## config.mk

```make
export PLATFORM = sky130hd
export DESIGN_NAME = bit_gather_unit
export DESIGN_NICKNAME = d
export VERILOG_FILES = /design/src/rtl/bit_gather_pkg.sv /design/src/rtl/bit_gather_lane.sv /design/src/rtl/bit_gather_pack.sv /design/src/rtl/bit_gather_unit.sv
export SDC_FILE = /design/constraint.sdc
export NUM_CORES = 1
export LEC_CHECK = 0
export CAP_MARGIN = 20
export CORE_MARGIN = 1.5
export CORE_UTILIZATION = 29
export DETAILED_ROUTE_END_ITERATION = 6
export GPL_ROUTABILITY_DRIVEN = 0
export GPL_TIMING_DRIVEN = 0
export PLACE_DENSITY_LB_ADDON = 0.25
export SYNTH_ARGS = -nofsm -noshare
export SYNTH_HDL_FRONTEND = slang
export SYNTH_SLANG_ARGS = --single-unit
```

## constraint.sdc

```tcl
create_clock -name vclk -period 2.2
set_input_delay 0.33 -clock vclk [all_inputs]
set_output_delay 0.33 -clock vclk [all_outputs]
set_load 0.02 [all_outputs]
```

## src/rtl/bit_gather_pkg.sv

```systemverilog
package bit_gather_pkg;

  // Position counted from the MSB, converted to a little-endian index.
  function automatic int unsigned be_to_le(input int unsigned width,
                                           input int unsigned be_pos);
    return width - 1 - be_pos;
  endfunction

  // A selector names a real bit only when it is below the word width.
  function automatic logic sel_fits(input int unsigned width,
                                    input int unsigned sel);
    return sel < width;
  endfunction

  // Little-endian low bit of big-endian selector slot i.
  function automatic int unsigned slot_lsb(input int unsigned width,
                                           input int unsigned sel_w,
                                           input int unsigned slot);
    return width - sel_w * (slot + 1);
  endfunction

endpackage

```

## src/rtl/bit_gather_lane.sv

```systemverilog
module bit_gather_lane
  import bit_gather_pkg::*;
#(
  parameter int DATA_W = 64,
  parameter int SEL_W  = 8
) (
  input  logic [SEL_W-1:0]  sel,
  input  logic [DATA_W-1:0] data,
  output logic              bit_o
);
  localparam int IDX_W = $clog2(DATA_W);

  logic             over_range;
  logic [IDX_W-1:0] le_idx;

  // Any selector bit at or above IDX_W means the value exceeds the word.
  generate
    if (SEL_W > IDX_W) begin : g_wide
      assign over_range = |sel[SEL_W-1:IDX_W];
    end else begin : g_narrow
      assign over_range = 1'b0;
    end
  endgenerate

  // DATA_W is a power of two, so DATA_W-1-s is the bitwise inverse of s.
  assign le_idx = ~sel[IDX_W-1:0];
  assign bit_o  = over_range ? 1'b0 : data[le_idx];

  // Checks restate the selection arithmetically, away from the mux above.
  logic [IDX_W-1:0] chk_idx;
  logic             chk_fits;
  assign chk_fits = sel_fits(DATA_W, 32'(sel));
  assign chk_idx  = IDX_W'(be_to_le(DATA_W, 32'(sel) % DATA_W));

  always_comb begin
    if (chk_fits) begin
      p_pick_be_bit_r2: assert (bit_o == data[chk_idx]);
    end else begin
      p_zero_out_of_range_r3: assert (bit_o == 1'b0);
    end
  end

endmodule

```

## src/rtl/bit_gather_pack.sv

```systemverilog
module bit_gather_pack #(
  parameter int DATA_W = 64,
  parameter int NSEL   = 8
) (
  input  logic [NSEL-1:0]   perm,
  output logic [DATA_W-1:0] word
);
  // perm[0] goes to the top of the low byte, perm[NSEL-1] to bit 0.
  generate
    for (genvar i = 0; i < NSEL; i++) begin : g_place
      assign word[NSEL-1-i] = perm[i];
    end
  endgenerate

  assign word[DATA_W-1:NSEL] = '0;

  // no bit beyond the packed byte may be set, so the packed word
  // carries exactly as many ones as the lane outputs do.
  always_comb begin
    p_ones_conserved_r4: assert ($countones(word) == $countones(perm));
  end

endmodule

```

## src/rtl/bit_gather_unit.sv

```systemverilog
module bit_gather_unit
  import bit_gather_pkg::*;
#(
  parameter int DATA_W = 64,
  parameter int SEL_W  = 8
) (
  input  logic [DATA_W-1:0] rs,
  input  logic [DATA_W-1:0] rb,
  output logic [DATA_W-1:0] ra
);
  localparam int NSEL = DATA_W / SEL_W;

  logic [NSEL-1:0] perm;

  generate
    for (genvar i = 0; i < NSEL; i++) begin : g_lane
      localparam int LSB = slot_lsb(DATA_W, SEL_W, i);
      bit_gather_lane #(
        .DATA_W (DATA_W),
        .SEL_W  (SEL_W)
      ) u_lane (
        .sel   (rs[LSB +: SEL_W]),
        .data  (rb),
        .bit_o (perm[i])
      );
    end
  endgenerate

  bit_gather_pack #(
    .DATA_W (DATA_W),
    .NSEL   (NSEL)
  ) u_pack (
    .perm (perm),
    .word (ra)
  );

  // all-zero selectors must copy the data MSB into every slot.
  always_comb begin
    if (rs == '0) begin
      p_zero_sel_copies_msb_r5: assert (ra[NSEL-1:0] == {NSEL{rb[DATA_W-1]}});
    end
  end

endmodule

```

==> metrics.txt <==
status finished, violations left; failing checks setup timing; first-pass GRT wire length ~34000 um; DR iter-0 viols 563; Hold Crit Endpoint ra[2]; cts hold-fix bufs 0; Setup CP Type in -> out; RSZ-0062 raised after global routing yes; hold path cells 5; area grow syn2layout 42.2%; largest net degree at the start of global routing 11; Synth area leaders mux4_2 37%, mux2i_1 13%, buf_4 10%; Worst Path Arrival 2.01 ns; maximum clock frequency 427 MHz; endpoint type of the worst setup path output pin; clock buffers 0; Initial Utilization 0.300; fin nets around 830; Seq. cell area 0 um^2; list of most frequent post-synthesis cells 85 x mux4_2, 73 x buf_4, 70 x mux2i_1; DRC 0; vias in the first global route 5578; Post-Route WL ~24000 um; die area approximately 19000 um^2; Top Ports 192; core area 17500 um^2; hold crit path type in -> out; Vias 5735; overall routing resource usage 0.244; top-count cell post-synth mux4_2; Final Cycle Share 1.07; Power Density 227 nW/um^2; ANT nets after route 0; area of the multi-input gates ~4900 um^2; Syn. warnings 0; Syn Inst Count just over 500; crit path max fanout 8; most used routing layer met2; DIE WIDTH approximately 140 um; GR Overflow Total 0; Worst Slack Setup Final -0.144 ns; sequential cell area fraction in the yosys report 0; post-DP HPWL about 16000 um; DRT Pass-1 Iters 5; Placed Area 6900 um^2; # fillers 1716; # rows 48; Via density between 6 and 7; layout cells sized above 1 0.522; routing usage on met1 0.307; max-cap violation count 0; utilization after layout 0.426; hold path startpoint rs[16]; average cell area after synthesis 10.4 um^2; Hold Slack roughly 1.3 ns; Yosys top cell by area mux4_2; Leak 0.00307 uW; design area about 7400 um^2; final setup fails 6; Cell variety after synth 48; Yosys top cell area share 0.365; Avg WL per Cell between 20 and 30 um; Max IR drop VDD around 0.12 mV; chip height 137 um; Post-Syn Area 5240 um^2; met2 usage 0.390; min Tclk post-route 2.34 ns; initial antenna violation count 0; CP required 1.87 ns; sequential cell count 0; Critical Path Source Type primary input; Hold Vio Cnt, Final 0; M3 GR Usage 0.0611; I/O Buffers 115; Final Max Tran Viols 0
[layer usage]
layer  vias to the layer above  routed length, um
met2                       514              10800
met4                         0               1340
met3                        97               3440
met1                      2750               8240
li1                       2374                  -
met5                         -                  0
[worst max-delay path by stage]
stage / start / slack, ns / to / cells past startpoint
after global placement: rs[1] / -1.31 / ra[0] / 9
final: rb[31] / -0.14 / ra[0] / 8
after detailed placement: rb[39] / -1.32 / ra[3] / 8
after global routing: rs[17] / -0.16 / ra[2] / 7
after CTS: rs[17] / -0.13 / ra[2] / 7
after floorplan: rs[48] / -0.02 / ra[6] / 8
[cells in the final DEF, fill, tap and decap left out, types with 14 or more instances in the layout]
cell type,Yosys,final
buf_2,23,37
buf_4,73,112
buf_6,6,24
buf_8,0,15
clkdlybuf4s50_1,0,28
conb_1,1,56
mux2i_1,70,67
mux4_2,85,87
nand2_1,19,19
nand3_1,16,15
nand3b_1,14,14
nor2_1,18,17
nor2b_1,20,17
[repair_timing]
action	CTS	global route
gates cloned	4	0
setup endpoints to repair	8	8
buffers inserted	23	2
gates resized for setup	550	71
pin swaps	33	17
hold endpoints to repair	0	0
[through the flow]
stage                     setup slack, ns  instances  setup TNS (ns)  power [uW]
after detailed placement            -1.32        899           -9.72        1490
after global routing               -0.159        921          -0.839        1770
after CTS                          -0.128        920          -0.515        1590
after floorplan                   -0.0182        559         -0.0313         942
final                              -0.144        923          -0.419        1690
after global placement              -1.31        899           -9.54        1480
[cells by family after synthesis]
family          count (synthesis)  share of synthesized area
compound gates                 74                      0.107
other cells                     1                   0.000716
mux                           183                      0.602
simple gates                  123                      0.133
buf+inv                       123                      0.158
[worst max-delay path: stages]
cell and delay, ns:
buf_6 0.13, mux4_2 0.44, nor2b_1 0.16, a211oi_2 0.21, a211oi_1 0.07, a311oi_1 0.34, o22ai_1 0.15, buf_4 0.18
[area by class of cell]
cell class	count	share of cell area
Buffer	111	0.137
Timing Repair Buffer	144	0.166
Tap cell	225	0.0378
Inverter	5	0.00269
Antenna cell	2	0.000672
Multi-Input combinational cell	436	0.656
[report_power, final]
group | switching, uW | internal [uW] | total [uW]
clock | 0 | 0.0000453 | 0.0000454
sequential | 0 | 0 | 0
combinational | 827 | 863 | 1690
Power figures use the tool's default switching activity.
